[config.mk]
export PLATFORM = sky130hd
export DESIGN_NAME = pio_req_decoder
export DESIGN_NICKNAME = d
export VERILOG_FILES = /design/src/rtl/pio_req_pkg.sv /design/src/rtl/pio_hdr_decode.sv /design/src/rtl/pio_rx_ctrl.sv /design/src/rtl/pio_out_slot.sv /design/src/rtl/pio_req_decoder.sv
export SDC_FILE = /design/constraint.sdc
export NUM_CORES = 1
export LEC_CHECK = 0
export BUFFER_PORTS_ARGS = -buffer_cell sky130_fd_sc_hd__buf_2
export CAP_MARGIN = 25
export CELL_PAD_IN_SITES_DETAIL_PLACEMENT = 1
export CELL_PAD_IN_SITES_GLOBAL_PLACEMENT = 2
export CORE_MARGIN = 5
export CORE_UTILIZATION = 32
export CTS_CLUSTER_DIAMETER = 50
export CTS_CLUSTER_SIZE = 24
export DETAILED_ROUTE_END_ITERATION = 6
export GPL_TIMING_DRIVEN = 0
export PLACE_DENSITY = 0.82
export SYNTH_ARGS = -nofsm -noshare
export SYNTH_HDL_FRONTEND = slang
export SYNTH_HIERARCHICAL = 1
export SYNTH_SLANG_ARGS = --single-unit
[constraint.sdc]
create_clock -name clk -period 6.5 [get_ports clk]
set_input_delay 1.3 -clock clk [delete_from_list [all_inputs] [get_ports clk]]
set_output_delay 1.3 -clock clk [all_outputs]
set_load 0.01 [all_outputs]
[src/rtl/pio_req_pkg.sv]
package pio_req_pkg;
  localparam int DW_W = 32;
  localparam logic [7:0] TYPE_MWR32 = 8'h40;
  localparam logic [7:0] TYPE_MRD32 = 8'h00;
  localparam logic [7:0] BE_SINGLE  = 8'h0F;
  localparam logic [9:0] LEN_ONE    = 10'd1;

  typedef enum logic [1:0] {
    PH_HEADER = 2'd0,
    PH_DATA   = 2'd1,
    PH_DRAIN  = 2'd2
  } rx_phase_t;

  typedef enum logic [1:0] {
    REQ_WRITE = 2'd0,
    REQ_READ  = 2'd1,
    REQ_OTHER = 2'd2
  } req_kind_t;
endpackage

[src/rtl/pio_hdr_decode.sv]
module pio_hdr_decode
  import pio_req_pkg::*;
#(
  parameter int BUS_W = 128
) (
  input  logic [BUS_W-1:0] beat,
  output req_kind_t        kind,
  output logic [DW_W-1:0]  addr,
  output logic [15:0]      req_id,
  output logic [7:0]       tag
);
  localparam int NUM_DW = BUS_W / DW_W;

  logic [DW_W-1:0] dw [NUM_DW];
  logic            shape_ok;

  generate
    for (genvar g = 0; g < NUM_DW; g++) begin : g_split
      assign dw[g] = beat[g*DW_W +: DW_W];
    end
  endgenerate

  always_comb begin
    shape_ok = (dw[0][9:0] == LEN_ONE) && (dw[1][7:0] == BE_SINGLE);
    if (shape_ok && dw[0][31:24] == TYPE_MWR32)      kind = REQ_WRITE;
    else if (shape_ok && dw[0][31:24] == TYPE_MRD32) kind = REQ_READ;
    else                                             kind = REQ_OTHER;
    addr   = {dw[2][31:2], 2'b00};
    req_id = dw[1][31:16];
    tag    = dw[1][15:8];
  end
endmodule

[src/rtl/pio_rx_ctrl.sv]
module pio_rx_ctrl
  import pio_req_pkg::*;
(
  input  logic      clk,
  input  logic      rst_n,
  input  logic      fire,
  input  logic      last,
  input  req_kind_t kind,
  output logic      latch_addr,
  output logic      issue_wr,
  output logic      issue_rd
);
  rx_phase_t phase, phase_nxt;

  always_comb begin
    phase_nxt  = phase;
    latch_addr = 1'b0;
    issue_wr   = 1'b0;
    issue_rd   = 1'b0;
    if (fire) begin
      case (phase)
        PH_HEADER: begin
          case (kind)
            REQ_WRITE: if (!last) begin
              latch_addr = 1'b1;
              phase_nxt  = PH_DATA;
            end
            REQ_READ: begin
              issue_rd  = 1'b1;
              phase_nxt = last ? PH_HEADER : PH_DRAIN;
            end
            default: phase_nxt = last ? PH_HEADER : PH_DRAIN;
          endcase
        end
        PH_DATA: begin
          issue_wr  = 1'b1;
          phase_nxt = last ? PH_HEADER : PH_DRAIN;
        end
        PH_DRAIN: if (last) phase_nxt = PH_HEADER;
        default:  phase_nxt = PH_HEADER;
      endcase
    end
  end

  always_ff @(posedge clk) begin
    if (!rst_n) phase <= PH_HEADER;
    else        phase <= phase_nxt;
  end

  AST_DATA_ONLY_AFTER_WR: assert property (@(posedge clk) disable iff (!rst_n)
    issue_wr |-> $past(latch_addr) || $past(phase == PH_DATA)) else $error("write without header");
endmodule

[src/rtl/pio_out_slot.sv]
module pio_out_slot #(
  parameter int W = 32
) (
  input  logic         clk,
  input  logic         rst_n,
  input  logic         load,
  input  logic [W-1:0] din,
  input  logic         ready,
  output logic         valid,
  output logic [W-1:0] q
);
  always_ff @(posedge clk) begin
    if (!rst_n) begin
      valid <= 1'b0;
      q     <= '0;
    end else begin
      if (load) begin
        valid <= 1'b1;
        q     <= din;
      end else if (ready) begin
        valid <= 1'b0;
      end
    end
  end

  AST_SLOT_HOLD: assert property (@(posedge clk) disable iff (!rst_n)
    valid && !ready |=> valid && $stable(q)) else $error("slot changed under stall");
  AST_SLOT_NO_OVERWRITE: assert property (@(posedge clk) disable iff (!rst_n)
    load |-> !valid) else $error("slot loaded while full");
endmodule

[src/rtl/pio_req_decoder.sv]
module pio_req_decoder
  import pio_req_pkg::*;
#(
  parameter int BUS_W = 128
) (
  input  logic             clk,
  input  logic             rst_n,
  input  logic [BUS_W-1:0] rx_data,
  input  logic             rx_valid,
  input  logic             rx_last,
  output logic             rx_ready,
  output logic             wr_valid,
  input  logic             wr_ready,
  output logic [31:0]      wr_addr,
  output logic [31:0]      wr_data,
  output logic             rd_valid,
  input  logic             rd_ready,
  output logic [31:0]      rd_addr,
  output logic [15:0]      rd_req_id,
  output logic [7:0]       rd_tag
);
  localparam int WR_W = 2 * DW_W;
  localparam int RD_W = DW_W + 16 + 8;

  req_kind_t       kind;
  logic [DW_W-1:0] hdr_addr;
  logic [15:0]     hdr_id;
  logic [7:0]      hdr_tag;
  logic            fire, latch_addr, issue_wr, issue_rd;
  logic [DW_W-1:0] held_addr;
  logic [WR_W-1:0] wr_q;
  logic [RD_W-1:0] rd_q;

  assign rx_ready = !wr_valid && !rd_valid;
  assign fire     = rx_valid && rx_ready;

  pio_hdr_decode #(.BUS_W(BUS_W)) u_dec (
    .beat(rx_data), .kind(kind), .addr(hdr_addr), .req_id(hdr_id), .tag(hdr_tag)
  );

  pio_rx_ctrl u_ctrl (
    .clk(clk), .rst_n(rst_n), .fire(fire), .last(rx_last), .kind(kind),
    .latch_addr(latch_addr), .issue_wr(issue_wr), .issue_rd(issue_rd)
  );

  always_ff @(posedge clk) begin
    if (!rst_n)          held_addr <= '0;
    else if (latch_addr) held_addr <= hdr_addr;
  end

  pio_out_slot #(.W(WR_W)) u_wr_slot (
    .clk(clk), .rst_n(rst_n), .load(issue_wr),
    .din({held_addr, rx_data[DW_W-1:0]}),
    .ready(wr_ready), .valid(wr_valid), .q(wr_q)
  );

  pio_out_slot #(.W(RD_W)) u_rd_slot (
    .clk(clk), .rst_n(rst_n), .load(issue_rd),
    .din({hdr_addr, hdr_id, hdr_tag}),
    .ready(rd_ready), .valid(rd_valid), .q(rd_q)
  );

  assign {wr_addr, wr_data}          = wr_q;
  assign {rd_addr, rd_req_id, rd_tag} = rd_q;

  AST_ONE_OUTPUT: assert property (@(posedge clk) disable iff (!rst_n)
    !(wr_valid && rd_valid)) else $error("both outputs pending");
  AST_BUSY_BLOCKS: assert property (@(posedge clk) disable iff (!rst_n)
    (wr_valid || rd_valid) |-> !rx_ready) else $error("ready while busy");
  AST_WR_ALIGNED: assert property (@(posedge clk) disable iff (!rst_n)
    wr_valid |-> wr_addr[1:0] == 2'b00) else $error("unaligned write");
  AST_RD_ALIGNED: assert property (@(posedge clk) disable iff (!rst_n)
    rd_valid |-> rd_addr[1:0] == 2'b00) else $error("unaligned read");
endmodule

### Word level (Yosys, flattened, before mapping)

Index checks and enable logic that the tools add are counted.

* $add $sub $neg: 0
* multipliers: 0
* div/mod/pow operators: 0
* $lt $le $gt $ge: 0
* equal/unequal tests: 8
* shifts and indexed selects: 0
* multiplexer cells: 20
* bitwise operators: 0
* reduce and logical (&&, ||, !) cells: 13

Operator list (number)
* $mux W1: 13
* $mux W2: 6
* $eq A10 B1 Y1 const B: 1
* $eq A8 B4 Y1 const B: 1
* $eq A8 B7 Y1 const B: 1
* $logic_not A8 Y1: 1
* $pmux W2 S3: 1
* $logic_and A1 B1 Y1: 5
* $eq A2 B1 Y1 const B: 2
* $logic_not A2 Y1: 2
* $reduce_bool A2 Y1: 2
* $ne A3 B3 Y1 const B: 1
* $reduce_and A3 Y1: 1
* $eq A2 B2 Y1 const B: 1
* $logic_not A1 Y1: 2
* $ne A2 B2 Y1 const B: 1

* flip-flop bits (word level): 150
* latch bits: 0
* bits in writable memories: 0
* memory bits (read-only): 0
* input port bits: 134
* output and inout bits: 123
* memories kept: 0

### Longest topological paths before layout

Gate-level depths: netlist of the first run.

* word-level depth: 10
* mapped depth: 10
* depth with buffers taken out: 7

### Modules after synthesis

Netlist of the first run, hierarchy kept.

By module, submodules not included
* pio_out_slot (u_wr_slot): times used 1, cells each 209, area an instance 2497.4 um^2
* pio_out_slot (u_rd_slot): times used 1, cells each 184, area an instance 2192.1 um^2
* pio_req_decoder: times used 1, cells each 105, area an instance 1253.7 um^2
* pio_hdr_decode: times used 1, cells each 69, area an instance 515.5 um^2
* pio_rx_ctrl: times used 1, cells each 13, area an instance 140.1 um^2

### Worst setup path before layout of the first run

OpenSTA, ideal clock, no wires.

* path kind: input to register
* start point: input rx_data[1]
* end point: register held_addr[0] (netlist name)
* setup time: 116 ps
* arrival: 3215 ps
* required time: 6384 ps
* slack: 3169 ps
* stages: 9
* path buffers: 2
* cells stage by stage: nor4b_2 nand4_1 or3_1 or3_4 nor4b_2 buf_6 buf_12 mux2i_1 nor2b_1

RTL lines
* from (decl): RTL line pio_req_decoder.sv:8 `input logic [BUS_W-1:0] rx_data,`

### Final worst setup path of the first run

* start point: input rx_data[5]
* end point: register held_addr[11]

* word-level cells in the longest chain between the ends: 9
* elaborated cells on any way between the ends: 10
* classes of those cells: 1 x eq/ne; 5 x mux; 4 x reduce/logical

Ends and longest elaborated chain
* $eq A10 B1 Y1 *: RTL line pio_hdr_decode.sv:24 `shape_ok = (dw[0][9:0] == LEN_ONE) && (dw[1][7:0] == BE_SINGLE);`
* $logic_and A1 B1 Y1 *: RTL line pio_hdr_decode.sv:24
* $logic_and A1 B1 Y1: RTL line pio_hdr_decode.sv:26 `else if (shape_ok && dw[0][31:24] == TYPE_MRD32) kind = REQ_READ;`
* $mux W2: RTL line pio_hdr_decode.sv:26
* $mux W2 *: RTL line pio_hdr_decode.sv:25 `if (shape_ok && dw[0][31:24] == TYPE_MWR32) kind = REQ_WRITE;`
* via kind[1]: RTL line pio_req_decoder.sv:25 `req_kind_t kind;`
* $logic_not A2 Y1 *: RTL line pio_rx_ctrl.sv:23 `case (kind)`
* $mux W1 *: RTL line pio_rx_ctrl.sv:23
* $mux W1 *: RTL line pio_rx_ctrl.sv:21 `case (phase)`
* $mux W1 *: RTL line pio_rx_ctrl.sv:20 `if (fire) begin`
* via latch_addr: RTL line pio_req_decoder.sv:29 `logic fire, latch_addr, issue_wr, issue_rd;`
* to (signal assigned): RTL line pio_req_decoder.sv:48 `else if (latch_addr) held_addr <= hdr_addr;`
* to (decl): RTL line pio_req_decoder.sv:30 `logic [DW_W-1:0] held_addr;`

Mark *: on every way through the listed nets, which the timed path passes. The rest lies on a longest branch.
A chain may end at the register's enable or synchronous reset.

==> results.md, run 1 <==
- Status: finished clean
- Worst Hold Class: flip-flop to flip-flop
- Vias in the first global route: 5267
- Fill cells: 2299
- Mean Syn Cell Area: 11.4 sq um
- Clk buf depth: 2
- Fin crit share: 51.3%
- Drt initial violations: 46
- GRT Total Usage: 14.7%
- Crit path max-delay cell type: or3_1
- Syn Std Cell Area: 6600 sq um
- Reg2Reg Launch Point: u_rd_slot/valid
- First-pass GRT wire length: 28000 um
- Flop pwr share: 47.8%
- Die Area: 23600 sq um
- Int Pwr: 0.00156 W
- Final Core Density: 41.1%
- Combinational share of power: 5.1%
- Std-Cell Rows: 52
- Final Critical Period: 3.33 ns
- HP Start: u_wr_slot/q[7]
- Register bit total from synthesis: 156
- Residual DRC: 0
- Delay of the slowest critical-path stage: 0.45 ns
- Switching part of the total power: 22.5%
- Pin count of the biggest net entering global routing: 17
- First-pass iteration count of the detailed router: 4
- Initial antenna violation count: 0
- GPL Wtd Cong: 0.718
- Synth Flop Type: dfxtp_1
- CORE AREA: 20300 sq um
- Initial Util: 32.5%
- # H-tree levels: 4
- DR WL/cell: 16.3 um
- Die height: 154 um
- Leakage: 3.25 nW
- Post-DP HPWL: 13400 um
- Synth cell types: 28
- Net switching power: 0.000454 W
- DRT antenna net count: 0
- Final setup vio count: 0
- Power consumption: 0.00201 W
- Post-CTS resize count: 0
- RSZ-0062 raised after global routing: no
- Area Overhead vs Synth: 26.4%
- Synthesized instance count: 580
- Vias: 4587
- Via density: 4.36
- Fin nets: 902
- Hold_buf cts: 0
- Die Width: 154 um
- Critical path type: input port to flip-flop
- Inst Count DP: 1019
- Num CTS Buffers: 17
- Max-cap violations: 0
- CTS tree: yes
- Final Hold Vio Count: 0
- Req. time, crit path: 6.80 ns
- Register area share after synthesis: 47.3%
- Crit. End Element: flip-flop
- Total grt overflow: 0
- Port Buffers: 168
- Layout cells sized above 1: 35.7%
- Worst Hold Path Cells: 2
- Max VDD drop: 0.161 mV
- R2R setup slack: 4.64 ns
- Async SR Flop Fraction: 0%
- I/O pin count: 257
- Total number of yosys warnings: 6
- Max Slew Vio Count: 0
- Critical path's top delay family: simple AND/OR/NAND/NOR gates
- CTS clk-pin slew, worst paths: 0.07 ns
- Non-filler cells, final: 1051
- EDFF count, synth: 0
- # diodes: 0
- PwrDens: 241 nW/um^2
- R2r endpoint: u_rd_slot/q[43]
- Hold Path Sink: u_wr_slot/q[7]
- CTS root buffer: clkbuf_16
- Crit path buf inv count: 3
- Worst Skew: 0.0119 ns
- WL final: 17200 um
- Worst Setup Start Kind: input port
- Clock tree sinks: 156
- WHS: 0.516 ns
- Post-route setup TNS: 0 ns
- Clk Latency, worst-skew pair: 0.42 ns
- R2R cell count: 8
- Max FO, Critical Path: 10
- Crit path cell chain: buf_2 -> nor4b_2 -> nand4_1 -> or3_1 -> or3_4 -> nor4b_2 -> buf_6 -> buf_12 -> mux2i_1 -> nor2b_1
- FMAX: 0.300 GHz
- Crit path DAT: 3.64 ns
- Clock share of power: 47.2%
- CP most frequent cell: nor4b_2
- Setup bufs post-CTS: 0
==> routing by layer <==
metal  global-route usage [%]  share of wire, %  up-vias
li1                         -                 -     2242
met1                     16.7                41     2185
met2                     25.6                50      142
met3                     5.54               7.8       18
met4                     4.58               1.5        0
met5                        0                 0        -
==> power by group through the flow <==
stage | registers (W) | logic (W) | clock network (W)
2_1_floorplan | 0.000985 | 0.0000660 | 0
3_3_place_gp | 0.000984 | 0.000101 | 0
3_5_place_dp | 0.000984 | 0.000105 | 0
4_1_cts | 0.000962 | 0.000105 | 0.000981
5_1_grt | 0.000962 | 0.000112 | 0.00102
6_report | 0.000962 | 0.000102 | 0.000950
==> flip-flops by register name, indices dropped and copies added (netlist names) <==
signal	flops
held_addr	32
u_ctrl/phase	2
u_rd_slot/q	56
u_rd_slot/valid	1
u_wr_slot/q	64
u_wr_slot/valid	1
==> cell type report <==
class | instances | area, sq um | share of cell area [%]
buffer | 90 | 771 | 9.24
clock inverter | 12 | 113 | 1.35
timing repair buffer | 168 | 841 | 10.1
sequential | 156 | 3120 | 37.4
clock buffer | 20 | 447 | 5.36
tap | 270 | 338 | 4.05
multi-input combinational | 335 | 2710 | 32.5
==> worst reg2reg max path, stage by stage (launching register included) <==
cell,delay [ns]
dfxtp_1,0.32
nor2_1,0.15
and2_1,0.29
and4b_1,0.24
buf_4,0.14
buf_12,0.16
buf_12,0.16
mux2i_1,0.22
nor2b_1,0.07
==> worst max path at each step <==
stage               start            end  slack (ns)  depth (start not counted)
6_report       rx_data[5]  held_addr[11]        3.17                         10
5_1_grt        rx_data[5]  held_addr[13]        2.99                         10
4_1_cts        rx_data[5]  held_addr[12]        3.12                         10
3_5_place_dp   rx_data[5]  held_addr[12]        2.68                         10
3_3_place_gp   rx_data[5]   held_addr[6]        2.82                         10
2_1_floorplan  rx_data[1]   held_addr[0]        3.17                          9
==> Yosys cell counts, drive strengths merged, types with 2 or more instances <==
cell / number / area, sq um
dfxtp: 156 / 3120
nor2b: 155 / 970
mux2i: 152 / 1520
buf: 76 / 718
clkbuf: 14 / 52.6
nor2: 3 / 11.3
nor4b: 3 / 45.0
or3: 3 / 23.8
and4b: 2 / 20.0
nor4: 2 / 12.5
o21a: 2 / 15.0
==> cells by family after synthesis <==
group / after synthesis / share of synthesized area (%)
buffers and inverters: 90 / 11.7
muxes: 152 / 23.1
DFF: 156 / 47.3
other: 1 / 0.0568
AOI/OAI and AO/OA: 6 / 0.739
and+or+nand+nor: 175 / 17.1
==> cell usage in the layout (no fill, tap or decap), types with 2 or more instances in the layout <==
cell | Yosys | final
buf_6 | 2 | 2
conb_1 | 1 | 2
clkinvlp_4 | 0 | 2
or3_1 | 2 | 2
nor4b_2 | 3 | 3
clkbuf_16 | 0 | 17
nor2b_1 | 155 | 155
o21a_1 | 2 | 2
inv_6 | 0 | 3
clkinv_2 | 0 | 3
dfxtp_1 | 156 | 156
and4b_1 | 2 | 2
buf_12 | 11 | 11
clkbuf_1 | 14 | 16
mux2i_1 | 152 | 152
buf_4 | 60 | 60
nor2_1 | 3 | 3
clkinv_4 | 0 | 3
buf_2 | 2 | 170
nor4_1 | 2 | 2
==> per-stage QoR <==
| stage | cell area [sq um] | setup WS [ns] |
|---|---|---|
| 2_1_floorplan | 6600 | 3.17 |
| 3_3_place_gp | 7780 | 2.82 |
| 3_5_place_dp | 7780 | 2.68 |
| 4_1_cts | 8340 | 3.12 |
| 5_1_grt | 8340 | 2.99 |
| 6_report | 8340 | 3.17 |
Note: power is estimated with default switching activity, not from simulation.
==> run 2: changes to the inputs <==
--- a/config.mk
+++ b/config.mk
@@ -10,12 +10,12 @@
 export CELL_PAD_IN_SITES_DETAIL_PLACEMENT = 1
 export CELL_PAD_IN_SITES_GLOBAL_PLACEMENT = 2
 export CORE_MARGIN = 5
-export CORE_UTILIZATION = 32
+export CORE_UTILIZATION = 27
 export CTS_CLUSTER_DIAMETER = 50
 export CTS_CLUSTER_SIZE = 24
 export DETAILED_ROUTE_END_ITERATION = 6
 export GPL_TIMING_DRIVEN = 0
-export PLACE_DENSITY = 0.82
+export PLACE_DENSITY = 0.73
 export SYNTH_ARGS = -nofsm -noshare
 export SYNTH_HDL_FRONTEND = slang
 export SYNTH_HIERARCHICAL = 1
==> constraint.sdc (replaced) <==
create_clock -name clk -period 2.85 [get_ports clk]
set_input_delay 0.57 -clock clk [delete_from_list [all_inputs] [get_ports clk]]
set_output_delay 0.57 -clock clk [all_outputs]
set_load 0.01 [all_outputs]
==> run 2 against run 1 <==
Total power rose by 140%. Sequential share of layout area fell by 0.49 points. Sequential power rose by 130%. Cell area grew 1.3%. Critical endpoint is now held_addr[12]. Register-to-register slack lost 3.6 ns. Clock skew is 0.0020 ns lower. Global-route usage is 2.3 points lower. Critical path depth did not move. Clock power grew 150%. Routed wire length grew 0.44%. Setup slack lost 2.9 ns.
==> results.md, run 2 (same netlist as run 1, synthesis figures left out) <==
- Status: finished clean
- R2R cell count: 8 (unchanged)
- Final Hold Vio Count: 0 (unchanged)
- Max FFs per register: 64 (unchanged)
- CTS root buffer: clkbuf_16
- Worst Hold Path Cells: 3 (+1)
- DRT antenna net count: 0 (unchanged)
- Clock tree sinks: 156 (unchanged)
- Port Buffers: 168 (unchanged)
- Total grt overflow: 0 (unchanged)
- Area Overhead vs Synth: 28.1%
- Std-Cell Rows: 57 (+9.6%)
- Clk buf depth: 2 (unchanged)
- Max VDD drop: 0.298 mV (+85%)
- Pin count of the biggest net entering global routing: 17 (unchanged)
- PwrDens: 567 nW/um^2 (+130%)
- Final worst setup slack: 0.285 ns (-2.88 ns)
- Final setup vio count: 0 (unchanged)
- Hold_buf cts: 0 (unchanged)
- R2R setup slack: 1.04 ns (-3.60 ns)
- Crit. End Element: flip-flop
- Fin nets: 902 (unchanged)
- Fin crit share: 90.0%
- Final Core Density: 35.0% (-6.1 points)
- Residual DRC: 0 (unchanged)
- Via density: 4.07 (-6.9%)
- Worst Setup Start Kind: input port
- Leakage: 3.27 nW (+0.70%)
- Max Slew Vio Count: 0 (unchanged)
- Crit path max-delay cell type: or3_1
- Die Area: 27700 sq um (+17%)
- Die height: 166 um (+8.3%)
- Num CTS Buffers: 17 (unchanged)
- Max FO, Critical Path: 10 (unchanged)
- Crit path DAT: 2.87 ns (-0.77 ns)
- First-pass GRT wire length: 27500 um (-1.7%)
- Worst Hold Class: input port to flip-flop
- Vias: 4492 (-2.1%)
- Largest regs: u_wr_slot/q (64), u_rd_slot/q (56), held_addr (32)
- Crit path cell chain: buf_2 -> nor4b_2 -> nand4_1 -> or3_1 -> or3_4 -> nor4b_2 -> buf_6 -> buf_12 -> mux2i_1 -> nor2b_1
- Post-CTS resize count: 0 (unchanged)
- Setup bufs post-CTS: 0 (unchanged)
- Critical path's top delay family: simple AND/OR/NAND/NOR gates
- Inst Count DP: 1073 (+5.3%)
- # H-tree levels: 4 (unchanged)
- Clk Latency, worst-skew pair: 0.42 ns (about the same)
- First-pass iteration count of the detailed router: 4 (unchanged)
- Pre-CTS WS: -0.172 ns (-2.85 ns)
- I/O pin count: 257 (unchanged)
- FMAX: 0.390 GHz
- Drt initial violations: 106 (+130%)
- CORE AREA: 24200 sq um (+19%)
- DR WL/cell: 15.6 um (-4.5%)
- Commonest non-fill, non-tap cell in the layout: buf_2
- Max-cap violations: 0 (unchanged)
- RSZ-0062 raised after global routing: no
- Initial antenna violation count: 0 (unchanged)
- Initial Util: 27.3% (-5.2 points)
- Vias in the first global route: 4915 (-6.7%)
- GRT Total Usage: 12.4% (-2.3 points)
- Largest reg by FF count: u_wr_slot/q
- Cell depth of the worst setup path: 10 (unchanged)
- # diodes: 0 (unchanged)
- WL final: 17300 um (+0.44%)
- GPL Wtd Cong: 0.685 (-4.7%)
- Post-DP HPWL: 13000 um (-2.8%)
- Die Width: 166 um (+8.3%)
- Most frequent cells in the layout: 170 x buf_2, 156 x dfxtp_1, 155 x nor2b_1, 152 x mux2i_1, 60 x buf_4
- Non-filler cells, final: 1105 (+5.1%)
- Worst Skew: 0.00988 ns (-0.00197 ns)
- Layout cells sized above 1: 35.9% (+0.13 points)
- CTS tree: yes
- Final Critical Period: 2.56 ns
- Crit path buf inv count: 3 (unchanged)
- Critical path type: input port to flip-flop
- Req. time, crit path: 3.16 ns (-3.64 ns)
- CTS clk-pin slew, worst paths: 0.07 ns (about the same)
- CP most frequent cell: nor4b_2
- Delay of the slowest critical-path stage: 0.45 ns (about the same)
-- run 2: cell count changes in the layout (fill, tap and decap cells not counted) --
cell,change
bufinv_16,+1
clkbuf_1,-1
clkbuf_8,-1
clkinv_2,-3
clkinvlp_4,-1
inv_6,+1
inv_8,+4
-- run 2: power breakdown --
| part | switching, W | internal [W] | leakage, nW | total (W) |
|---|---|---|---|---|
| clock | 0.00103 | 0.00133 | 0.294 | 0.00236 |
| combinational | 0.0000992 | 0.000137 | 1.72 | 0.000236 |
| sequential | 0.00000608 | 0.00219 | 1.26 | 0.00219 |
| total | 0.00113 | 0.00366 | 3.27 | 0.00479 |
-- run 2: worst paths after layout --
| path | endpoint | startpoint |
|---|---|---|
| worst max-delay path | held_addr[12] | rx_data[5] |
| worst min-delay path | u_rd_slot/q[9] | rx_data[49] |
| worst max register to register | u_rd_slot/q[28] | u_rd_slot/valid |
| worst min register to register | u_rd_slot/q[29] | u_rd_slot/q[29] |
-- run 2: stage by stage --
| stage | instance area (sq um) | hold WS, ns | power (W) | TNS (ns) |
|---|---|---|---|---|
| after floorplan | 6600 | 0.482 | 0.00240 | 0 |
| after global placement | 7850 | 0.491 | 0.00248 | -3.02 |
| after detailed placement | 7850 | 0.497 | 0.00248 | -4.61 |
| after CTS | 8450 | 0.382 | 0.00488 | 0 |
| after global routing | 8450 | 0.380 | 0.00499 | 0 |
| final | 8450 | 0.405 | 0.00479 | 0 |
-- run 2: layer usage --
| metal | routed length (um) | GRT usage (%) | up-vias |
|---|---|---|---|
| li1 | - | - | 2248 |
| met4 | 123 | 2.88 | 0 |
| met5 | 0 | 0 | - |
| met3 | 1300 | 5.33 | 10 |
| met2 | 7690 | 19.5 | 137 |
| met1 | 8140 | 15.9 | 2097 |
-- run 2: tightest hold or removal path: cells and delay by family --
family / cells / cell delay [ns]
buffers and inverters: 1 / 0.08
muxes: 1 / 0.05
and+or+nand+nor: 1 / 0.09
-- run 2: layout make-up --
type | count | area [sq um]
Multi-Input combinational cell | 335 | 2710
Tap cell | 324 | 405
Fill cell | 2756 | 15700
Clock buffer | 18 | 429
Timing Repair Buffer | 168 | 841
Buffer | 90 | 771
Sequential cell | 156 | 3120
Clock inverter | 14 | 174
==> run 3: changes to the inputs <==
--- a/config.mk
+++ b/config.mk
@@ -15,7 +15,7 @@
 export CTS_CLUSTER_SIZE = 24
 export DETAILED_ROUTE_END_ITERATION = 6
 export GPL_TIMING_DRIVEN = 0
-export PLACE_DENSITY = 0.73
+export PLACE_DENSITY_LB_ADDON = 0.1
 export SYNTH_ARGS = -nofsm -noshare
 export SYNTH_HDL_FRONTEND = slang
 export SYNTH_HIERARCHICAL = 1
==> run 3 against run 2 <==
Non-clock buffer count is the same. Die area is the same. Critical path depth is the same. Count of clock-buffer cells in the layout grew 1. Sequential share of layout area shrank 0.082 points. Cell area grew 0.22%.
==> results.md, run 3 (same netlist as run 1, synthesis figures left out) <==
- Status: finished clean
- RSZ-0062 raised after global routing: no
- WL final: 17500 um (+1.4%)
- CTS clk-pin slew, worst paths: 0.07 ns (about the same)
- Clk buf depth: 2 (unchanged)
- Residual DRC: 0 (unchanged)
- Worst Hold Class: input port to flip-flop
- First-pass iteration count of the detailed router: 4 (unchanged)
- Crit path from: rx_data[5]
- Crit. End Element: flip-flop
- Critical path type: input port to flip-flop
- Max Slew Vio Count: 0 (unchanged)
- Std-Cell Rows: 57 (unchanged)
- Port Buffers: 168 (unchanged)
- Fin nets: 902 (unchanged)
- Max FO, Critical Path: 10 (unchanged)
- Fin crit share: 89.3% (-0.69 points)
- Leakage: 3.27 nW (about the same)
- Total grt overflow: 0 (unchanged)
- CTS tree: yes
- Most frequent cells in the layout: 170 x buf_2, 156 x dfxtp_1, 155 x nor2b_1, 152 x mux2i_1, 60 x buf_4
- Worst Skew: 0.0111 ns (+0.00125 ns)
- Hold_buf cts: 0 (unchanged)
- Pin count of the biggest net entering global routing: 17 (unchanged)
- Area Overhead vs Synth: 28.4%
- Area of the multi-input gates: 2710 sq um (unchanged)
- Post-DP HPWL: 13400 um (+3.5%)
- Max VDD drop: 0.330 mV (+11%)
- Largest reg by FF count: u_wr_slot/q
- Clock tree sinks: 156 (unchanged)
- Vias in the first global route: 5180 (+5.4%)
- Fill cells: 2740 (-0.58%)
- Num CTS Buffers: 17 (unchanged)
- Largest regs: u_wr_slot/q (64), u_rd_slot/q (56), held_addr (32)
- DRT antenna net count: 0 (unchanged)
- Die height: 166 um (unchanged)
- PwrDens: 572 nW/um^2 (+0.88%)
- Register Area: 3120 sq um (unchanged)
- Setup bufs post-CTS: 0 (unchanged)
- DR WL/cell: 15.9 um (+1.5%)
- Die Area: 27700 sq um (unchanged)
- Initial antenna violation count: 0 (unchanged)
- Initial Util: 27.3% (unchanged)
- Commonest non-fill, non-tap cell in the layout: buf_2
- CTS root buffer: clkbuf_16
- Capture point of the worst path: held_addr[6]
- Max FFs per register: 64 (unchanged)
- Max-cap violations: 0 (unchanged)
- Final Critical Period: 2.55 ns (-0.0196 ns)
- Drt initial violations: 67 (-37%)
- Final setup vio count: 0 (unchanged)
- Reg2Reg Launch Point: u_rd_slot/valid
- Clk Latency, worst-skew pair: 0.42 ns (about the same)
- Worst Setup Start Kind: input port
- # H-tree levels: 4 (unchanged)
- Post-CTS resize count: 0 (unchanged)
- Crit path DAT: 2.85 ns (-0.02 ns)
- Vias: 4550 (+1.3%)
- Power consumption: 0.00484 W (+1.1%)
- Die Width: 166 um (unchanged)
- FMAX: 0.393 GHz (+0.77%)
- R2R cell count: 8 (unchanged)
- Via density: 4.12 (+1.4%)
- First-pass GRT wire length: 28200 um (+2.7%)
- CORE AREA: 24200 sq um (unchanged)
- Layout cells sized above 1: 35.6% (-0.21 points)
- GRT Total Usage: 12.7% (+0.28 points)
- Pre-CTS WS: -0.166 ns (+0.00603 ns)
- GPL Wtd Cong: 0.778 (+14%)
- Req. time, crit path: 3.15 ns (about the same)
- R2R setup slack: 1.00 ns (-0.04 ns)
- Final worst setup slack: 0.305 ns (+0.0196 ns)
- Final Hold Vio Count: 0 (unchanged)
- R2r endpoint: u_rd_slot/q[48]
- Post-route setup TNS: 0 ns (unchanged)
- # diodes: 0 (unchanged)
- I/O pin count: 257 (unchanged)
==> run 3: cell count changes in the layout (fill, tap and decap cells not counted) <==
cell / previous run / this run
inv_8: 4 / 1
clkinvlp_4: 1 / 3
inv_6: 4 / 2
clkinv_4: 3 / 2
bufinv_16: 2 / 4
clkbuf_1: 15 / 16
==> run 3: how the worst min path moves through the flow <==
| stage | start | endpoint | depth (start not counted) |
|---|---|---|---|
| after floorplan | held_addr[0] | held_addr[0] | 2 |
| after global placement | u_wr_slot/q[53] | u_wr_slot/q[53] | 2 |
| after detailed placement | u_rd_slot/q[41] | u_rd_slot/q[41] | 2 |
| after CTS | rx_data[48] | u_rd_slot/q[8] | 3 |
| after global routing | rx_data[51] | u_rd_slot/q[11] | 3 |
| final | rx_data[48] | u_rd_slot/q[8] | 3 |
==> run 3: critical path, cell delays in order <==
cell and delay [ns]:
buf_2 0.11, nor4b_2 0.27, nand4_1 0.16, or3_1 0.45, or3_4 0.35, nor4b_2 0.30, buf_6 0.20, buf_12 0.15
mux2i_1 0.20, nor2b_1 0.07
==> run 3: cell type report <==
type | count | share of cell area (%)
Timing Repair Buffer | 168 | 9.93
Clock inverter | 12 | 2.23
Buffer | 90 | 9.10
Tap cell | 324 | 4.79
Sequential cell | 156 | 36.9
Clock buffer | 19 | 5.11
Multi-Input combinational cell | 335 | 32.0
==> run 3: power by group <==
group,internal (W),total (W),switching (W)
clock network,0.00148,0.00241,0.000938
logic,0.000136,0.000233,0.0000968
registers,0.00219,0.00219,0.00000606
total,0.00380,0.00484,0.00104
==> run 3: metal layers <==
| metal | global-route usage (%) | wire length [um] | vias to the layer above |
|---|---|---|---|
| li1 | - | - | 2247 |
| met1 | 14.9 | 7340 | 2154 |
| met2 | 21.2 | 8560 | 135 |
| met3 | 5.38 | 1390 | 14 |
| met4 | 3.95 | 209 | 0 |
| met5 | 0 | 0 | - |
==> run 3: per-stage QoR <==
stage	hold slack, ns	std cells	area (sq um)	util, %
floorplan	0.482	581	6600	-
global placement	0.489	1073	7850	32.5
detailed placement	0.501	1073	7850	32.5
CTS	0.388	1104	8470	35.0
global route	0.403	1104	8470	35.0
finish	0.409	1104	8470	35.0
